File: config.mk
export PLATFORM = sky130hd
export DESIGN_NAME = pit_timer_top
export DESIGN_NICKNAME = d
export VERILOG_FILES = /design/src/rtl/pit_pkg.sv /design/src/rtl/pit_prescaler.sv /design/src/rtl/pit_channel.sv /design/src/rtl/pit_regs.sv /design/src/rtl/pit_timer_top.sv
export SDC_FILE = /design/constraint.sdc
export NUM_CORES = 1
export LEC_CHECK = 0
export BUFFER_PORTS_ARGS = -buffer_cell sky130_fd_sc_hd__buf_4
export CAP_MARGIN = 20
export CORE_ASPECT_RATIO = 1.2
export CORE_MARGIN = 10
export CORE_UTILIZATION = 50
export DETAILED_ROUTE_END_ITERATION = 8
export GPL_TIMING_DRIVEN = 1
export PLACE_DENSITY_LB_ADDON = 0.05
export SYNTH_ARGS = -nofsm -noshare
export SYNTH_HDL_FRONTEND = slang
export SYNTH_SLANG_ARGS = --single-unit
File: constraint.sdc
create_clock -name clk -period 11.1 [get_ports clk]
set_input_delay 2.22 -clock clk [delete_from_list [all_inputs] [get_ports clk]]
set_output_delay 2.22 -clock clk [all_outputs]
set_load 0.05 [all_outputs]
File: src/rtl/pit_pkg.sv
package pit_pkg;
  timeunit 1ns; timeprecision 10ps;
  localparam int unsigned REG_AW = 6;
  localparam logic [REG_AW-1:0] A_CTRL  = 6'h00;
  localparam logic [REG_AW-1:0] A_FORCE = 6'h01;
  localparam logic [REG_AW-1:0] A_CHEN  = 6'h02;
  localparam logic [REG_AW-1:0] A_TBSEL = 6'h03;
  localparam logic [REG_AW-1:0] A_IRQEN = 6'h04;
  localparam logic [REG_AW-1:0] A_FLAGS = 6'h05;
  localparam logic [REG_AW-1:0] A_PRE0  = 6'h06;
  localparam logic [REG_AW-1:0] A_PRE1  = 6'h07;
  localparam logic [REG_AW-1:0] A_LOAD  = 6'h08;
  localparam logic [REG_AW-1:0] A_CNT   = 6'h18;
endpackage

File: src/rtl/pit_prescaler.sv
module pit_prescaler #(
  parameter int unsigned PRE_W = 8
) (
  input  logic             clk,
  input  logic             rst_n,
  input  logic             en_i,
  input  logic [PRE_W-1:0] reload_i,
  output logic             tick_o
);
  timeunit 1ns; timeprecision 10ps;

  logic [PRE_W-1:0] cnt_q, cnt_n;

  assign tick_o = en_i && (cnt_q == '0);

  always_comb begin
    cnt_n = tick_o ? reload_i : cnt_q - 1'b1;
  end

  always_ff @(posedge clk or negedge rst_n) begin
    if (!rst_n) begin
      cnt_q <= '0;
    end else if (en_i) begin
      cnt_q <= cnt_n;
    end
  end

  AST_PRE_TICK_SPACED: assert property (@(posedge clk) disable iff (!rst_n)
    (tick_o && reload_i != '0) |=> !tick_o);
  AST_PRE_FROZEN: assert property (@(posedge clk) disable iff (!rst_n)
    !en_i |=> $stable(cnt_q));
endmodule

File: src/rtl/pit_channel.sv
module pit_channel #(
  parameter int unsigned CNT_W = 16
) (
  input  logic             clk,
  input  logic             rst_n,
  input  logic             run_i,
  input  logic             tick_i,
  input  logic             force_i,
  input  logic [CNT_W-1:0] load_i,
  output logic [CNT_W-1:0] cnt_o,
  output logic             timeout_o
);
  timeunit 1ns; timeprecision 10ps;

  logic             run_q;
  logic [CNT_W-1:0] cnt_q, cnt_n;
  logic             start, wrap, cnt_en;

  assign start     = run_i & ~run_q;
  assign wrap      = run_i & run_q & ~force_i & tick_i & (cnt_q == '0);
  assign cnt_en    = run_i & (start | force_i | tick_i);
  assign timeout_o = wrap;
  assign cnt_o     = cnt_q;

  always_comb begin
    cnt_n = cnt_q;
    if (start || force_i) begin
      cnt_n = load_i;
    end else if (wrap) begin
      cnt_n = load_i;
    end else if (tick_i) begin
      cnt_n = cnt_q - 1'b1;
    end
  end

  always_ff @(posedge clk or negedge rst_n) begin
    if (!rst_n) begin
      run_q <= 1'b0;
      cnt_q <= '0;
    end else begin
      run_q <= run_i;
      if (cnt_en) begin
        cnt_q <= cnt_n;
      end
    end
  end

  AST_CNT_HOLD_IDLE: assert property (@(posedge clk) disable iff (!rst_n)
    !run_i |=> $stable(cnt_q));
  AST_RELOAD_ON_WRAP: assert property (@(posedge clk) disable iff (!rst_n)
    (run_i && run_q && !force_i && tick_i && cnt_q == '0) |=> (cnt_q == $past(load_i)));
  AST_FORCE_LOADS: assert property (@(posedge clk) disable iff (!rst_n)
    (run_i && force_i) |=> (cnt_q == $past(load_i)));
endmodule

File: src/rtl/pit_regs.sv
module pit_regs
  import pit_pkg::*;
#(
  parameter int unsigned NCH   = 8,
  parameter int unsigned CNT_W = 16,
  parameter int unsigned PRE_W = 8
) (
  input  logic                      clk,
  input  logic                      rst_n,
  input  logic                      wr_i,
  input  logic [REG_AW-1:0]         addr_i,
  input  logic [7:0]                wdata_i,
  output logic [7:0]                rdata_o,
  input  logic [NCH-1:0][CNT_W-1:0] cnt_i,
  input  logic [NCH-1:0]            timeout_i,
  output logic                      men_o,
  output logic [NCH-1:0]            chen_o,
  output logic [NCH-1:0]            tbsel_o,
  output logic [NCH-1:0]            irqen_o,
  output logic [1:0][PRE_W-1:0]     pre_rl_o,
  output logic [NCH-1:0][CNT_W-1:0] load_o,
  output logic [NCH-1:0]            force_o,
  output logic [NCH-1:0]            flag_o
);
  timeunit 1ns; timeprecision 10ps;

  localparam int unsigned HI_W = CNT_W - 8;

  logic                  men_q, men_n;
  logic [NCH-1:0]        chen_q, chen_n, tbsel_q, tbsel_n, irqen_q, irqen_n;
  logic [NCH-1:0]        flag_q, flag_n, flag_clr;
  logic [1:0][PRE_W-1:0] pre_q, pre_n;
  logic [7:0]            rdata_n;

  always_comb begin
    men_n   = men_q;
    chen_n  = chen_q;
    tbsel_n = tbsel_q;
    irqen_n = irqen_q;
    pre_n   = pre_q;
    if (wr_i) begin
      case (addr_i)
        A_CTRL:  men_n    = wdata_i[0];
        A_CHEN:  chen_n   = wdata_i[NCH-1:0];
        A_TBSEL: tbsel_n  = wdata_i[NCH-1:0];
        A_IRQEN: irqen_n  = wdata_i[NCH-1:0];
        A_PRE0:  pre_n[0] = wdata_i[PRE_W-1:0];
        A_PRE1:  pre_n[1] = wdata_i[PRE_W-1:0];
        default: ;
      endcase
    end
  end

  assign force_o  = (wr_i && addr_i == A_FORCE) ? wdata_i[NCH-1:0] : '0;
  assign flag_clr = (wr_i && addr_i == A_FLAGS) ? wdata_i[NCH-1:0] : '0;
  assign flag_n   = chen_q & ((flag_q & ~flag_clr) | timeout_i);

  always_ff @(posedge clk or negedge rst_n) begin
    if (!rst_n) begin
      men_q   <= 1'b0;
      chen_q  <= '0;
      tbsel_q <= '0;
      irqen_q <= '0;
      pre_q   <= '0;
      flag_q  <= '0;
    end else begin
      men_q   <= men_n;
      chen_q  <= chen_n;
      tbsel_q <= tbsel_n;
      irqen_q <= irqen_n;
      pre_q   <= pre_n;
      flag_q  <= flag_n;
    end
  end

  for (genvar g = 0; g < NCH; g++) begin : g_load
    localparam logic [REG_AW-1:0] LO_A = A_LOAD + REG_AW'(2 * g);
    localparam logic [REG_AW-1:0] HI_A = A_LOAD + REG_AW'(2 * g + 1);
    logic [CNT_W-1:0] ld_q, ld_n;
    logic             wlo, whi;
    assign wlo = wr_i && (addr_i == LO_A);
    assign whi = wr_i && (addr_i == HI_A);
    always_comb begin
      ld_n = ld_q;
      if (wlo) ld_n[7:0] = wdata_i;
      if (whi) ld_n[CNT_W-1:8] = wdata_i[HI_W-1:0];
    end
    always_ff @(posedge clk or negedge rst_n) begin
      if (!rst_n) begin
        ld_q <= '0;
      end else if (wlo || whi) begin
        ld_q <= ld_n;
      end
    end
    assign load_o[g] = ld_q;
  end

  always_comb begin
    rdata_n = '0;
    case (addr_i)
      A_CTRL:  rdata_n[0]       = men_q;
      A_CHEN:  rdata_n[NCH-1:0] = chen_q;
      A_TBSEL: rdata_n[NCH-1:0] = tbsel_q;
      A_IRQEN: rdata_n[NCH-1:0] = irqen_q;
      A_FLAGS: rdata_n[NCH-1:0] = flag_q;
      A_PRE0:  rdata_n[PRE_W-1:0] = pre_q[0];
      A_PRE1:  rdata_n[PRE_W-1:0] = pre_q[1];
      default: ;
    endcase
    for (int i = 0; i < NCH; i++) begin
      if (addr_i == A_LOAD + REG_AW'(2 * i))     rdata_n = load_o[i][7:0];
      if (addr_i == A_LOAD + REG_AW'(2 * i + 1)) rdata_n[HI_W-1:0] = load_o[i][CNT_W-1:8];
      if (addr_i == A_CNT + REG_AW'(2 * i))      rdata_n = cnt_i[i][7:0];
      if (addr_i == A_CNT + REG_AW'(2 * i + 1))  rdata_n[HI_W-1:0] = cnt_i[i][CNT_W-1:8];
    end
  end

  assign rdata_o  = rdata_n;
  assign men_o    = men_q;
  assign chen_o   = chen_q;
  assign tbsel_o  = tbsel_q;
  assign irqen_o  = irqen_q;
  assign pre_rl_o = pre_q;
  assign flag_o   = flag_q;

  AST_FORCE_READ_ZERO: assert property (@(posedge clk) disable iff (!rst_n)
    (addr_i == A_FORCE) |-> (rdata_o == '0));
  AST_FLAG_DROP_ON_DISABLE: assert property (@(posedge clk) disable iff (!rst_n)
    (chen_q != '1) |=> ((flag_q & ~$past(chen_q)) == '0));
  AST_SET_WINS: assert property (@(posedge clk) disable iff (!rst_n)
    (|(timeout_i & chen_q)) |=> ((flag_q & $past(timeout_i & chen_q)) == $past(timeout_i & chen_q)));
  AST_NO_SET_WHEN_OFF: assert property (@(posedge clk) disable iff (!rst_n)
    !men_q |-> (timeout_i == '0));
endmodule

File: src/rtl/pit_timer_top.sv
module pit_timer_top
  import pit_pkg::*;
#(
  parameter int unsigned NCH   = 8,
  parameter int unsigned CNT_W = 16,
  parameter int unsigned PRE_W = 8
) (
  input  logic              clk,
  input  logic              rst_n,
  input  logic              bus_wr,
  input  logic [REG_AW-1:0] bus_addr,
  input  logic [7:0]        bus_wdata,
  output logic [7:0]        bus_rdata,
  output logic [NCH-1:0]    irq
);
  timeunit 1ns; timeprecision 10ps;

  localparam int unsigned NUM_TB = 2;

  logic [1:0]                rst_sync_q;
  logic                      rst_core_n;
  logic                      men;
  logic [NCH-1:0]            chen, tbsel, irqen, force_s, flag, timeout;
  logic [1:0][PRE_W-1:0]     pre_rl;
  logic [NCH-1:0][CNT_W-1:0] load, cnt;
  logic [NUM_TB-1:0]         tb_tick;

  always_ff @(posedge clk or negedge rst_n) begin
    if (!rst_n) rst_sync_q <= '0;
    else        rst_sync_q <= {rst_sync_q[0], 1'b1};
  end
  assign rst_core_n = rst_sync_q[1];

  pit_regs #(.NCH(NCH), .CNT_W(CNT_W), .PRE_W(PRE_W)) u_regs (
    .clk       (clk),
    .rst_n     (rst_core_n),
    .wr_i      (bus_wr),
    .addr_i    (bus_addr),
    .wdata_i   (bus_wdata),
    .rdata_o   (bus_rdata),
    .cnt_i     (cnt),
    .timeout_i (timeout),
    .men_o     (men),
    .chen_o    (chen),
    .tbsel_o   (tbsel),
    .irqen_o   (irqen),
    .pre_rl_o  (pre_rl),
    .load_o    (load),
    .force_o   (force_s),
    .flag_o    (flag)
  );

  for (genvar t = 0; t < NUM_TB; t++) begin : g_tb
    pit_prescaler #(.PRE_W(PRE_W)) u_pre (
      .clk      (clk),
      .rst_n    (rst_core_n),
      .en_i     (men),
      .reload_i (pre_rl[t]),
      .tick_o   (tb_tick[t])
    );
  end

  for (genvar g = 0; g < NCH; g++) begin : g_ch
    logic ch_tick;
    assign ch_tick = tbsel[g] ? tb_tick[1] : tb_tick[0];
    pit_channel #(.CNT_W(CNT_W)) u_ch (
      .clk       (clk),
      .rst_n     (rst_core_n),
      .run_i     (men & chen[g]),
      .tick_i    (ch_tick),
      .force_i   (force_s[g]),
      .load_i    (load[g]),
      .cnt_o     (cnt[g]),
      .timeout_o (timeout[g])
    );
  end

  assign irq = flag & irqen;

  AST_IRQ_NEEDS_ENABLE: assert property (@(posedge clk) disable iff (!rst_core_n)
    ((irq & ~irqen) == '0));
endmodule

==> results.md <==
- The number of global-route vias before repair was ~18000.
- The clock tree synthesis step divided the H-tree into 2 levels.
- Counting every instance in the synthesized netlist gives 2183.
- The detailed router used layers up to and including met5.
- The later pin in the worst-skew pair is clocked with a latency of 0.59 ns.
- Summed over its instances, the top area cell type makes up 42.6% of the synthesized netlist area.
- After clock tree synthesis, the clock-pin slew on the worst setup and hold paths is 0.06 ns.
- The final setup slack of the worst path is between 3 and 4 ns.
- The number of clock sinks is 331.
- By area the synthesized netlist is led by dfrtp_1 43%, mux2_2 8.3%, o21ai_0 5.1%.
- Data on the critical path is required at its endpoint by approximately 8.9 ns.
- The signal on the critical path passes through buf_4 > nand2b_1 > nor2_1 > a221oi_1 > nand3_1 > a21oi_1 > o211ai_1 > a221o_1 > buf_4.
- The initial detailed-routing violation count is 1824.
- The number of antenna violations at the first check in global routing was 1.
- The clock passes through at most 3 buffers.
- The number of hold-repair buffers added at the cts stage is 0.
- The capture point of the worst path is bus_rdata[6].
- The number of nets with antenna violations after routing is 0.
- At the end of the flow, the number of nets in the layout was 2184.
- The total of flip-flops plus latches after synthesis is 331.
- The final hold violation count was 0.
- The endpoint identified for the worst register-to-register timing path is g_ch[5].u_ch.cnt_o[9].
- The core area is 38600 µm².
- The largest fanout on the critical path is 37.
- The first global-routing pass estimated 113000 µm of wire.
- Grouping stages by cell kind, the critical path spends the most delay in compound AO/OA/AOI/OAI gates.
- The worst pin sits at a relative slew slack of 24.0%.
- The most numerous cell in the Yosys netlist is dfrtp_1.
- The most critical setup path has its startpoint at bus_addr[1].
- The number of cells after detailed placement is 2641.
- The power per standard cell area is 172 nW/µm².
- In this run the horizontal extent of the chip is 200 µm.
- The share of async-settable or async-resettable flops after synthesis is 100%.
- The share of cells above drive strength 1 is between 10% and 20%.
- Clock tree synthesis inserted a total of 38 buffers.
- The worst setup path is of the in -> out kind.
- After filler insertion, the fill cell instance count of the layout stands at 3525.
- Subtracting the final worst setup slack from the clock period gives 7.87 ns.
- In this run, synthesis inferred 0 flip-flops with an integrated enable.
- The number of buffers added on ports is 32.
- Global routing finished with a remaining overflow of 0.
- The count of distinct cell types in the synthesized netlist is 86.
- The path class of the tightest hold or removal check is reg -> async.
- The worst register-to-register path has a depth of 8.
- The kind of end point of the critical path is a primary output.
- The critical path's slowest cell is nand2b_1.
- Summed over all nets, the half-perimeter wirelength after detailed placement is 53200 µm.
- The design draws between 3000 and 4000 µW.
- The cell at the root of the clock tree is clkbuf_16.
- The beginning of the worst register-to-register path is u_regs.men_o.
- The CTS tree is done.
- Once the floorplan was initialized, standard cells occupied about half of the core.
- Together, buffers and inverters on the worst path number 2.
- The count of synthesis-stage warnings from yosys is 0.
- Entering global routing, the biggest net connects between 150 and 200 pins.
- The post-CTS resize count is 0.
- The total number of vias is about 18000.
- The final cell count without fillers is 2709.
- Summing all non-filler instances in the final layout gives an area of 21300 µm².
- The clock tree skew after final layout is 0.0339 ns.
- The worst path uses 70.9% of the clock period.
- For this run, the leading register cell type out of synthesis is dfrtp_1.
- The analysis attributes to cell leakage a power of 0.00912 µW.
- The placement-stage worst setup slack is about 3.3 ns.
- The height of the die is 236 µm.
- Data arrives at the worst endpoint at 5.65 ns.
- The number of setup violations in the final report is 0.
- The startpoint type of the worst setup path is an input pin.
- The post-synth net total is 2210.
- For this block, wires on met1 add up to a little over 30000 µm.
- The count of final max-slew check failures is 0.
- In this run the register-to-register setup slack is between 7 and 8 ns.
- The tool flagged a number of max-cap violations equal to 0.
- The amount of wire on met3 after detailed routing is 4420 µm.
- Setup repair after global routing left no endpoint under its margin.
- For this run, the detailed router's first-pass iteration total came to 6.
- By count the netlist is led by 331 x dfrtp_1, 225 x nand2_1, 206 x nor2_1, 198 x o21ai_0, 156 x a21oi_1.
- Averaged over all synthesized cells, the footprint is 8.92 µm².
- For this run, the total global-route usage over all layers was measured as between 30% and 40%.
- Setup total negative slack on the finished layout was measured at 0 ns.
- The run finished with clean final reports.
- The count of antenna diodes in the layout is 0.
- In this run the cell area measured after placement is 20100 µm².
- The largest single stage delay on the critical path is 0.73 ns.
- The critical path crosses 9 cells after its start point.
- The die footprint is about 47000 µm².
- Relative to the synthesized area, the layout overhead comes to 9.46%.
- Based on the critical path, the design can be clocked at up to 127 MHz.
- The average detailed-routed wire length per instance is between 20 and 30 µm.
- The detail-routed via count per cell is 6.76.
- The cell area that synthesis handed to floorplanning was 19500 µm².
- The sum of met2 wire segment lengths after detailed routing is 36000 µm.
- The final layout contains routed wiring with a total length of 74600 µm.
- Pin placement for this block handled 33 I/O pins.
- The largest total area in the synthesized netlist belongs to dfrtp_1.
- The cell seen most often among critical-path stages is buf_4.
- VDD sags by at most 0.144 mV.
- The number of placement rows is 79.
- The number of setup buffers added after CTS is 0.
- For the pin with the worst max-slew slack, the measured transition is approximately 1.1 ns.
- The share of the Yosys chip area taken by registers is a little over two fifths.
- Routability-driven placement finished with a final weighted congestion of a little over 1.
- The post-detailed-route DRC marker count is 0.
-- registers in the layout, summed over array words and instances, names as in the netlist --
name                cells
g_ch.u_ch.cnt_o       128
g_ch.u_ch.run_q         8
g_tb.u_pre.cnt_q       16
rst_sync_q              2
u_regs.chen_o           8
u_regs.flag_o           8
u_regs.g_load.ld_q    128
u_regs.irqen_o          8
u_regs.men_o            1
u_regs.pre_rl_o        16
u_regs.tbsel_o          8
-- layout by cell type (no fill, tap or decap), types with 21 or more instances in the layout --
| master | instances |
|---|---|
| nand3_1 | 60 |
| mux2i_1 | 22 |
| a22oi_1 | 32 |
| nand2_1 | 225 |
| nor4_1 | 32 |
| mux2_2 | 144 |
| nand2b_1 | 21 |
| a21oi_1 | 155 |
| o21ai_0 | 197 |
| o211ai_1 | 22 |
| nand4_1 | 25 |
| clkbuf_16 | 39 |
| dfrtp_1 | 330 |
| nor2_1 | 206 |
| buf_4 | 61 |
| or3_1 | 32 |
| a31oi_1 | 27 |
| inv_1 | 66 |
| o22ai_1 | 35 |
| nor3_1 | 81 |
-- layout make-up --
class | instances | area (µm²) | share of cell area [%]
Clock buffer | 56 | 1110 | 5.21
Clock inverter | 10 | 106 | 0.499
Inverter | 67 | 251 | 1.18
Multi-Input combinational cell | 1657 | 10400 | 48.9
Sequential cell | 331 | 8290 | 38.9
Tap cell | 526 | 658 | 3.09
Timing Repair Buffer | 62 | 478 | 2.24
-- worst min path at each step --
| stage | endpoint | cells past startpoint |
|---|---|---|
| final | g_tb[1].u_pre.cnt_q[6] | 0 |
| after global routing | rst_sync_q[1] | 0 |
| after CTS | g_ch[0].u_ch.run_q | 0 |
| after detailed placement | g_tb[1].u_pre.cnt_q[6] | 0 |
| after global placement | rst_sync_q[1] | 0 |
| after floorplan | rst_sync_q[1] | 0 |
-- logic make-up (layout without fill, tap and decap cells) --
kind of cell | count (synthesis) | count (layout) | synth area share [%]
AND/OR/NAND/NOR | 785 | 785 | 19.7
adder cells (fa/ha/maj) | 10 | 10 | 0.643
buffers and inverters | 195 | 195 | 4.00
flip-flops | 331 | 331 | 42.6
multiplexers | 172 | 172 | 10.2
AO/OA/AOI/OAI | 689 | 689 | 22.9
other | 1 | 1 | 0.0193
-- power by group --
group	internal (µW)	leakage [µW]	total, µW	switching, µW
clock network	718	0.000591	1250	528
registers	1390	0.00425	1660	274
logic	305	0.00428	755	449
-- layer usage --
layer / vias to the layer above / track usage [%]
li1: 8150 / -
met1: 9172 / 38.7
met2: 764 / 51.4
met3: 216 / 3.67
met4: 2 / 16.3
met5: - / 0
-- through the flow --
step / hold slack, ns / utilization (%)
2_1_floorplan: 0.331 / -
3_3_place_gp: 0.338 / 51.9
3_5_place_dp: 0.348 / 51.9
4_1_cts: 0.349 / 55.1
5_1_grt: 0.364 / 55.1
6_report: 0.330 / 55.1
(Power assumes the default switching activity.)
